==> src/rtl/nfc_pkg.sv <==
package nfc_pkg;

  typedef enum logic [2:0] {
    ST_ARRAY,
    ST_IDENT,
    ST_QUERY,
    ST_PROTECT,
    ST_STATUS,
    ST_ERASE,
    ST_PROGRAM
  } nfc_state_e;

  localparam logic [7:0] CMD_READ_ARRAY = 8'hFF;
  localparam logic [7:0] CMD_RESET      = 8'hF0;
  localparam logic [7:0] CMD_QUERY      = 8'h98;
  localparam logic [7:0] CMD_IDENT      = 8'h90;
  localparam logic [7:0] CMD_ERASE      = 8'h20;
  localparam logic [7:0] CMD_CONFIRM    = 8'hD0;
  localparam logic [7:0] CMD_PROG_A     = 8'h40;
  localparam logic [7:0] CMD_PROG_B     = 8'h10;
  localparam logic [7:0] CMD_CLR_STATUS = 8'h50;
  localparam logic [7:0] CMD_PROTECT    = 8'h60;
  localparam logic [7:0] CMD_LOCK       = 8'h01;
  localparam logic [7:0] CMD_UNLOCK     = 8'hD0;
  localparam logic [7:0] CMD_LOCKDOWN   = 8'h2F;

  localparam int QUERY_NORM_ADDR = 'h55;

  localparam int SR_READY    = 7;
  localparam int SR_ERASE_ER = 5;
  localparam int SR_PROG_ER  = 4;

  // right shift that turns a byte address into a word address
  function automatic int addr_shift(input int bus_bytes);
    if (bus_bytes == 4) return 2;
    if (bus_bytes == 2) return 1;
    return 0;
  endfunction

  function automatic logic [7:0] status_byte(input logic ee, input logic pe);
    logic [7:0] b;
    b = 8'h00;
    b[SR_READY]    = 1'b1;
    b[SR_ERASE_ER] = ee;
    b[SR_PROG_ER]  = pe;
    return b;
  endfunction

  function automatic logic [15:0] ident_word(input logic [8:0] off,
                                             input logic [15:0] maker);
    case (off)
      9'd0:    return maker;
      9'd1:    return 16'h00AD;
      9'd2:    return 16'h0000;
      9'd5:    return 16'h8000;
      default: return 16'h0000;
    endcase
  endfunction

  function automatic logic is_reset_cmd(input logic [7:0] c);
    return (c == CMD_READ_ARRAY) || (c == CMD_RESET);
  endfunction

endpackage

==> src/rtl/nfc_cmd_fsm.sv <==
module nfc_cmd_fsm
  import nfc_pkg::*;
#(
  parameter int NORM_W = 9
)(
  input  logic              clk,
  input  logic              rst_n,
  input  logic              wr_ok,
  input  logic [7:0]        cmd,
  input  logic [NORM_W-1:0] norm,
  output nfc_state_e        state,
  output logic              err_e,
  output logic              err_p,
  output logic              do_prog,
  output logic              do_erase,
  output logic              unk_q
);

  nfc_state_e state_q, state_d;
  logic ee_q, ee_d, pe_q, pe_d, unk_d;

  always_comb begin
    state_d  = state_q;
    ee_d     = ee_q;
    pe_d     = pe_q;
    unk_d    = 1'b0;
    do_prog  = 1'b0;
    do_erase = 1'b0;
    if (wr_ok) begin
      if (state_q == ST_PROGRAM) begin
        do_prog = 1'b1;
        state_d = ST_STATUS;
      end else if (is_reset_cmd(cmd)) begin
        state_d = ST_ARRAY;
      end else begin
        case (state_q)
          ST_ARRAY, ST_IDENT: begin
            case (cmd)
              CMD_QUERY: begin
                if (norm == NORM_W'(QUERY_NORM_ADDR)) state_d = ST_QUERY;
              end
              CMD_IDENT:              state_d = ST_IDENT;
              CMD_ERASE:              state_d = ST_ERASE;
              CMD_PROG_A, CMD_PROG_B: state_d = ST_PROGRAM;
              CMD_PROTECT:            state_d = ST_PROTECT;
              CMD_CLR_STATUS: begin
                ee_d = 1'b0;
                pe_d = 1'b0;
              end
              default:                unk_d = 1'b1;
            endcase
          end
          ST_ERASE: begin
            if (cmd == CMD_CONFIRM) begin
              do_erase = 1'b1;
              ee_d = 1'b0;
              pe_d = 1'b0;
            end else begin
              ee_d = 1'b1;
              pe_d = 1'b1;
            end
            state_d = ST_STATUS;
          end
          ST_PROTECT: begin
            if (!(cmd == CMD_LOCK || cmd == CMD_UNLOCK || cmd == CMD_LOCKDOWN)) begin
              ee_d = 1'b1;
              pe_d = 1'b1;
            end
            state_d = ST_STATUS;
          end
          default: unk_d = 1'b1;
        endcase
      end
    end
  end

  always_ff @(posedge clk) begin
    if (!rst_n) begin
      state_q <= ST_ARRAY;
      ee_q    <= 1'b0;
      pe_q    <= 1'b0;
      unk_q   <= 1'b0;
    end else begin
      state_q <= state_d;
      ee_q    <= ee_d;
      pe_q    <= pe_d;
      unk_q   <= unk_d;
    end
  end

  assign state = state_q;
  assign err_e = ee_q;
  assign err_p = pe_q;

endmodule

==> src/rtl/nfc_word_store.sv <==
module nfc_word_store #(
  parameter int DATA_W = 16,
  parameter int IDX_W  = 6,
  parameter int BLK_W  = 4,
  localparam int DEPTH  = 1 << IDX_W,
  localparam int BLKN_W = IDX_W - BLK_W
)(
  input  logic              clk,
  input  logic              rst_n,
  input  logic              rd_en,
  input  logic [IDX_W-1:0]  rd_idx,
  input  logic              pgm_en,
  input  logic [IDX_W-1:0]  pgm_idx,
  input  logic [DATA_W-1:0] pgm_data,
  input  logic              ers_en,
  input  logic [BLKN_W-1:0] ers_blk,
  output logic [DATA_W-1:0] rd_word
);

  logic [DATA_W-1:0] mem [DEPTH];
  logic [DEPTH-1:0]  blank;
  logic [DATA_W-1:0] old_word;

  // a blank word holds all ones regardless of the stored bits
  assign old_word = blank[pgm_idx] ? {DATA_W{1'b1}} : mem[pgm_idx];

  always_ff @(posedge clk) begin
    if (pgm_en) mem[pgm_idx] <= old_word & pgm_data;
  end

  for (genvar g = 0; g < DEPTH; g++) begin : g_blank
    localparam logic [BLKN_W-1:0] MY_BLK = BLKN_W'(g >> BLK_W);
    always_ff @(posedge clk) begin
      if (!rst_n)                                       blank[g] <= 1'b1;
      else if (ers_en && ers_blk == MY_BLK)             blank[g] <= 1'b1;
      else if (pgm_en && pgm_idx == IDX_W'(g))          blank[g] <= 1'b0;
    end
  end

  always_ff @(posedge clk) begin
    if (!rst_n)     rd_word <= '0;
    else if (rd_en) rd_word <= blank[rd_idx] ? {DATA_W{1'b1}} : mem[rd_idx];
  end

endmodule

==> src/rtl/nfc_read_path.sv <==
module nfc_read_path
  import nfc_pkg::*;
#(
  parameter int DATA_W = 16,
  parameter int NORM_W = 9,
  parameter logic [15:0] MAKER_CODE = 16'h0042
)(
  input  logic              clk,
  input  logic              rst_n,
  input  logic              rd_en,
  input  nfc_state_e        state,
  input  logic [NORM_W-1:0] norm,
  input  logic              err_e,
  input  logic              err_p,
  input  logic [7:0]        qry_data,
  output logic              sel_arr_q,
  output logic [DATA_W-1:0] side_q
);

  logic [DATA_W-1:0] side_d;

  always_comb begin
    case (state)
      ST_STATUS, ST_ERASE: side_d = DATA_W'(status_byte(err_e, err_p));
      ST_IDENT:            side_d = DATA_W'(ident_word(9'(norm), MAKER_CODE));
      ST_QUERY:            side_d = DATA_W'(qry_data);
      default:             side_d = '0;
    endcase
  end

  always_ff @(posedge clk) begin
    if (!rst_n) begin
      sel_arr_q <= 1'b1;
      side_q    <= '0;
    end else if (rd_en) begin
      sel_arr_q <= (state == ST_ARRAY);
      side_q    <= side_d;
    end
  end

endmodule

==> src/rtl/nfc_flash_cmd.sv <==
module nfc_flash_cmd
  import nfc_pkg::*;
#(
  parameter int BUS_BYTES = 2,
  parameter int ADDR_W    = 10,
  parameter int ARR_WORDS = 64,
  parameter int BLK_WORDS = 16,
  parameter logic [15:0] MAKER_CODE = 16'h0042,
  localparam int DATA_W = 8 * BUS_BYTES,
  localparam int SHIFT  = addr_shift(BUS_BYTES),
  localparam int NORM_W = ADDR_W - SHIFT
)(
  input  logic              clk,
  input  logic              rst_n,
  input  logic [ADDR_W-1:0] bus_addr,
  input  logic [DATA_W-1:0] bus_wdata,
  input  logic              bus_wr,
  input  logic [2:0]        bus_wbytes,
  input  logic              bus_rd,
  output logic [DATA_W-1:0] bus_rdata,
  output logic              tbl_rd,
  output logic [NORM_W-1:0] tbl_addr,
  input  logic [7:0]        tbl_data,
  output logic              cmd_unknown
);

  localparam int IDX_W = $clog2(ARR_WORDS);
  localparam int BLK_W = $clog2(BLK_WORDS);

  // named internal events, shared with the bound checker
  logic              wr_ok;
  logic [7:0]        cmd_byte;
  logic [NORM_W-1:0] norm_addr;
  logic [IDX_W-1:0]  arr_idx;
  nfc_state_e        fsm_state;
  logic              err_e, err_p, do_prog, do_erase;
  logic              sel_arr_q;
  logic [DATA_W-1:0] side_q, arr_word;

  assign wr_ok     = bus_wr && (bus_wbytes == 3'(BUS_BYTES));
  assign cmd_byte  = bus_wdata[7:0];
  assign norm_addr = NORM_W'(bus_addr >> SHIFT);
  assign arr_idx   = norm_addr[IDX_W-1:0];

  nfc_cmd_fsm #(.NORM_W(NORM_W)) u_fsm (
    .clk      (clk),
    .rst_n    (rst_n),
    .wr_ok    (wr_ok),
    .cmd      (cmd_byte),
    .norm     (norm_addr),
    .state    (fsm_state),
    .err_e    (err_e),
    .err_p    (err_p),
    .do_prog  (do_prog),
    .do_erase (do_erase),
    .unk_q    (cmd_unknown)
  );

  nfc_word_store #(.DATA_W(DATA_W), .IDX_W(IDX_W), .BLK_W(BLK_W)) u_store (
    .clk      (clk),
    .rst_n    (rst_n),
    .rd_en    (bus_rd),
    .rd_idx   (arr_idx),
    .pgm_en   (do_prog),
    .pgm_idx  (arr_idx),
    .pgm_data (bus_wdata),
    .ers_en   (do_erase),
    .ers_blk  (arr_idx[IDX_W-1:BLK_W]),
    .rd_word  (arr_word)
  );

  nfc_read_path #(.DATA_W(DATA_W), .NORM_W(NORM_W), .MAKER_CODE(MAKER_CODE)) u_rpath (
    .clk       (clk),
    .rst_n     (rst_n),
    .rd_en     (bus_rd),
    .state     (fsm_state),
    .norm      (norm_addr),
    .err_e     (err_e),
    .err_p     (err_p),
    .qry_data  (tbl_data),
    .sel_arr_q (sel_arr_q),
    .side_q    (side_q)
  );

  assign tbl_rd    = bus_rd && (fsm_state == ST_QUERY);
  assign tbl_addr  = norm_addr;
  assign bus_rdata = sel_arr_q ? arr_word : side_q;

endmodule

==> config.mk <==
export PLATFORM = sky130hd
export DESIGN_NAME = nfc_flash_cmd
export DESIGN_NICKNAME = d
export VERILOG_FILES = /design/src/rtl/nfc_pkg.sv /design/src/rtl/nfc_cmd_fsm.sv /design/src/rtl/nfc_word_store.sv /design/src/rtl/nfc_read_path.sv /design/src/rtl/nfc_flash_cmd.sv
export SDC_FILE = /design/constraint.sdc
export NUM_CORES = 1
export LEC_CHECK = 0
export ABC_AREA = 1
export BUFFER_PORTS_ARGS = -buffer_cell sky130_fd_sc_hd__buf_2
export CAP_MARGIN = 20
export CORE_MARGIN = 5
export CORE_UTILIZATION = 60
export DETAILED_ROUTE_END_ITERATION = 12
export GPL_ROUTABILITY_DRIVEN = 0
export PLACE_DENSITY = 0.77
export REMOVE_ABC_BUFFERS = 1
export SETUP_SLACK_MARGIN = 0.15
export SLEW_MARGIN = 20
export SYNTH_ARGS = -nofsm -noshare
export SYNTH_HDL_FRONTEND = slang
export SYNTH_SLANG_ARGS = --single-unit
==> constraint.sdc <==
create_clock -name clk -period 11 [get_ports clk]
set_clock_uncertainty 0.1 [all_clocks]
set_input_delay 0.55 -clock clk [delete_from_list [all_inputs] [get_ports clk]]
set_output_delay 0.55 -clock clk [all_outputs]
set_load 0.01 [all_outputs]
* Word level (Yosys, flattened, before mapping)
Memories as Yosys holds them, arrays and structs flattened.
Index checks and enable logic that the tools add are counted.
Widths: inputs -> output; s select.
** Storage, ports and cells
- Register bits :: 102
- Memory bits (writable) :: 1024
- Bits of input ports :: 41
- Output and inout port bits :: 27
- Logic and storage cells :: 286
- Memories kept :: 1
** Operators by class
- Magnitude comparators :: 1
- Eq/ne operators :: 92
- Muxes and demuxes :: 26
- Bitwise operators :: 5
- Reduce and logical (&&, ||, !) cells :: 91
** Memories
- u_store.mem :: depth 64, bits a word 16, read ports 1, clocked after memory_dff 0, wr ports 1, line nfc_word_store.sv:20 : logic [DATA_W-1:0] mem [DEPTH];
** Operator list (count)
- $eq 6x6->1 const B :: 32
- $eq 6x5->1 const B :: 16
- $pmux 16 s3 :: 2
- $logic_and 1x1->1 :: 70
- $eq 6x4->1 const B :: 8
- $eq 8x8->1 const B :: 5
- $mux 16 :: 2
- $eq 6x3->1 const B :: 4
- $eq 8x7->1 const B :: 3
- $and 16x16->16 :: 1
- $eq 8x6->1 const B :: 2
- $reduce_or 2->1 :: 8
- $pmux 3 s5 :: 1
- $mux 1 :: 14
- $eq 6x2->1 const B :: 2
- $eq 3x2->1 const B :: 3
- $eq 3x3->1 const B :: 3
- $eq 9x1->1 const B :: 1
- $eq 9x3->1 const B :: 1
- $eq 9x7->1 const B :: 1
- $logic_not 9->1 :: 1
- $mux 3 :: 3
- $eq 8x1->1 const B :: 1
- $eq 8x5->1 const B :: 1
- other kinds (23) :: 30

* Longest topological paths before layout
- Depth after elaboration :: 8
- Gate-level depth with buffers :: 15
- Depth with buffers taken out :: 13

* Hierarchy
From an unflattened synthesis, not the netlist that was laid out.
** Unflattened totals
- Cells, all modules :: 6491
- Area, all modules :: 55613.3 um^2
** By module, submodules not included
- nfc_word_store :: times used 1, cells an instance 6184, area each 53965.5 um^2, seq. area each 32351.0 um^2
- nfc_cmd_fsm :: times used 1, cells an instance 138, area each 689.4 um^2, seq. area each 100.1 um^2
- nfc_read_path :: times used 1, cells an instance 98, area each 609.3 um^2, seq. area each 200.2 um^2
- nfc_flash_cmd :: times used 1, cells an instance 71, area each 349.1 um^2, seq. area each 0.0 um^2

* Least setup slack after synthesis
OpenSTA, ideal clock, no wires.
- Path type :: in2reg
- From :: input bus_addr[2]
- To :: memory u_store.mem[0][10], data pin
- Setup time :: 725 ps
- Data arrival time :: 4338 ps
- Data required time :: 10175 ps
- Path slack :: 5837 ps
- Stages on the path :: 13
- Buffers on the path :: 4
- Path through :: buf_4 -> inv_2 -> buf_6 -> buf_6 -> clkbuf_1 -> nand2_1 -> nand2_1 -> nand2_1 -> nand2_1 -> o21ai_0 -> nand2_1 -> nor2_1 -> a21boi_0
** On the way
- Word-level cells in the longest chain between the ends :: 4
- Elaborated cells between the ends (all ways) :: 5
- Those cells by class :: mux: 3; bitwise: 1; memory: 1
** Ends and longest elaborated chain
- start: declaration :: line nfc_flash_cmd.sv:15 : input logic [ADDR_W-1:0] bus_addr,
- $bmux 1 s6 :: line nfc_word_store.sv:25 : assign old_word = blank[pgm_idx] ? {DATA_W{1'b1}} : mem[pgm_idx];
- $mux 1 (implied by the code) :: line nfc_word_store.sv:25
- $mux 16 (*) :: line nfc_word_store.sv:25
- $and 16x16->16 (*) :: line nfc_word_store.sv:28 : if (pgm_en) mem[pgm_idx] <= old_word & pgm_data;
- end: declaration :: line nfc_word_store.sv:20
Mark *: on every way between the ends. The rest lies on a longest branch, timed or not. The select of a mux whose other input is x is not followed.

* Final worst setup path
- From :: input bus_addr[1]
- To :: memory u_store.mem[31][15], data pin
The elaborated chain is that of the path after synthesis.

==> impl_results.md <==
- Setup Buffers After CTS: 0
- RSZ-0062 raised after global routing: no
- CTS Buf Count: 110
- Worst Setup Path Type: in -> reg
- 1st-iter DRT viols: 4800
- Row count: 102
- Final max-slew violation count: 0
- PwrDens: 175.6 nW/um2
- Maximum vdd drop: 0.1463 mV
- Peak fanout along the critical path: 123
- Initial Util: 0.6061
- Core area: 77590 um2
- Area delta synth->final: 10.89%
- EDFF count, synth: 1024
- CP arrival: 5.13 ns
- Share of cells above drive strength 1: 0.07617
- Post-CTS sizing: 0
- Die height: 290.0 um
- Min-delay worst type: in -> reg
- Tot Pwr: 9.159 mW
- Top Ports: 68
- Post-Syn Area: 47030 um2
- # DRC: 0
- # clock sinks: 1119
- Initial antenna violation count: 6
- LEAKAGE: 21.93 nW
- Die Area: 84080 um2
- Hold Fails Final Rpt: 0
- Startpoint types: primary input
- Die Width: 290.0 um
- Global-route wire length before repair: 187800 um
- FMAX: 206.5 MHz
- Flops & latches, synth: 1119
- Tcrit/Tclk final: 0.4402
- Async S/R FF share, synth: 0
- CP required: 11.29 ns
- Post-DRT Antenna Nets: 0
- IO Port Bufs: 66
- Synth warn: 0
- Slew @ Worst Pin: 1.134 ns
- Synth cell types: 28
- Pin count of the biggest net entering global routing: 149
- Worst slew margin: 0.2442
- Global-route usage over all layers: 0.2896
- Status: complete, no violations
- Via count of the first global-routing pass: 31940
- Wire length per cell: 21.06 um
- Final setup viols: 0
- Hold-fix buffers, CTS: 0
- CP endpoint kind: flip-flop
- Post-layout minimum cycle time: 4.843 ns
- Max Cap Viol: 0
- Worst-path clk slew: 0.06 ns
- Commonest non-fill, non-tap cell in the layout: nand2_1
- Nets@finish: 4831
- CTS tree: built
- Clock latency on the worst-skew pair: 0.68 ns
- Main synth FF type: edfxtp_1
- Post-Route WL: 124800 um
- DR vias: 33700
- First-pass DRT Iterations: 6
- H-tree levels: 3
- Sequential area share after synthesis: 0.6943
- Synth Area per Inst: 9.902 um2
- Most frequent cells in the layout: 2886 x nand2_1, 1024 x edfxtp_1, 132 x o21ai_0, 129 x nor2_1, 113 x clkbuf_16
- Root Buffer: clkbuf_16
- Syn Inst Count: 4749
- GRT Residual Overflow: 0
- Avg Vias per Cell: 5.688
- Post-Route Setup TNS: 0 ns
- DP HPWL: 68170 um
- Clk buf depth: 3
==> cells in the mapped netlist (12+ instances only) <==
cell type  number  area, um2
inv_1          61      229.0
o21ai_0       132      660.6
buf_2         131      655.6
buf_1          12      45.04
a21oi_1        44      220.2
nand2_1      2886      10830
nor2_1        129      484.2
dfxtp_1        95       1902
nand3_1        86      430.4
clkbuf_1       68      255.2
edfxtp_1     1024      30750
buf_4          32      240.2
==> per-stage QoR <==
stage / hold slack [ns] / utilization / setup WS (ns) / instance area, um2 / instances
after floorplan: 0.3399 / - / 2.540 / 45790 / 4502
after global placement: 0.3470 / 0.6251 / 5.677 / 48500 / 5718
after detailed placement: 0.3522 / 0.6251 / 5.603 / 48500 / 5718
after CTS: 0.1106 / 0.6719 / 6.276 / 52140 / 5924
after global routing: 0.1588 / 0.6720 / 5.977 / 52140 / 5924
final: 0.1464 / 0.6720 / 6.157 / 52150 / 5925
==> power breakdown <==
| part | internal [mW] | switching, mW |
|---|---|---|
| clock network | 2.18 | 1.57 |
| registers | 4.74 | 0.00219 |
| logic | 0.135 | 0.535 |
| total | 7.05 | 2.10 |
==> worst max-delay path, stage by stage <==
cell,delay (ns)
buf_8,0.23
inv_8,0.58
buf_4,0.86
nand2_1,0.12
nand2_1,0.09
nand2_1,0.05
nand2_1,0.08
nand2_1,0.04
nand2_1,0.12
o21ai_0,0.23
nand2_1,0.22
nor2_1,0.20
a21boi_4,0.83
buf_4,0.58
==> final timing paths <==
path	cells after the start	start	slack [ns]	to
worst min-delay path	5	tbl_data[1]	0.15	u_rpath.side_q[1]$_SDFFE_PN0P_
worst max-delay path	14	bus_addr[1]	6.16	u_store.mem[31][15]$_DFFE_PP_
worst max register to register	11	u_store.mem[19][9]$_DFFE_PP_	7.66	u_store.mem[21][9]$_DFFE_PP_
worst min register to register	2	u_store.blank[2]$_SDFFE_PP1P_	0.36	u_store.blank[2]$_SDFFE_PP1P_
==> flip-flops by register name, summed over array words and instances (netlist names) <==
signal	cells
u_store.mem	1024
u_store.blank	64
u_store.rd_word	16
u_rpath.side_q	9
u_fsm.state	3
u_fsm.err_e	1
u_fsm.unk_q	1
u_rpath.sel_arr_q	1
==> layer usage <==
| metal | track usage | wire length, um | part of all wire | vias up |
|---|---|---|---|---|
| li1 | - | - | - | 15510 |
| met1 | 0.4024 | 48030 | 0.38 | 15850 |
| met2 | 0.4552 | 57140 | 0.46 | 2013 |
| met3 | 0.06072 | 14460 | 0.12 | 329 |
| met4 | 0.1146 | 5145 | 0.041 | 6 |
| met5 | 0 | 41 | 0.00033 | - |
==> final cells by class <==
class	count	area (um2)
Fill cell	5629	25450
Clock buffer	154	3152
Timing Repair Buffer	176	1212
Tap cell	1040	1301
Clock inverter	52	481.7
Antenna cell	1	2.502
Multi-Input combinational cell	3315	13080
Sequential cell	1119	32650
Inverter	68	270.3
==> cells by family (layout without fill, tap and decap cells) <==
group | count (synthesis) | count (layout) | share of synthesized area
AOI/OAI and AO/OA | 193 | 193 | 0.02110
buffers and inverters | 315 | 450 | 0.03182
DFF | 1119 | 1119 | 0.6943
other | 0 | 1 | 0
and+or+nand+nor | 3122 | 3122 | 0.2528
No activity file was read; power rests on OpenSTA's default activity.
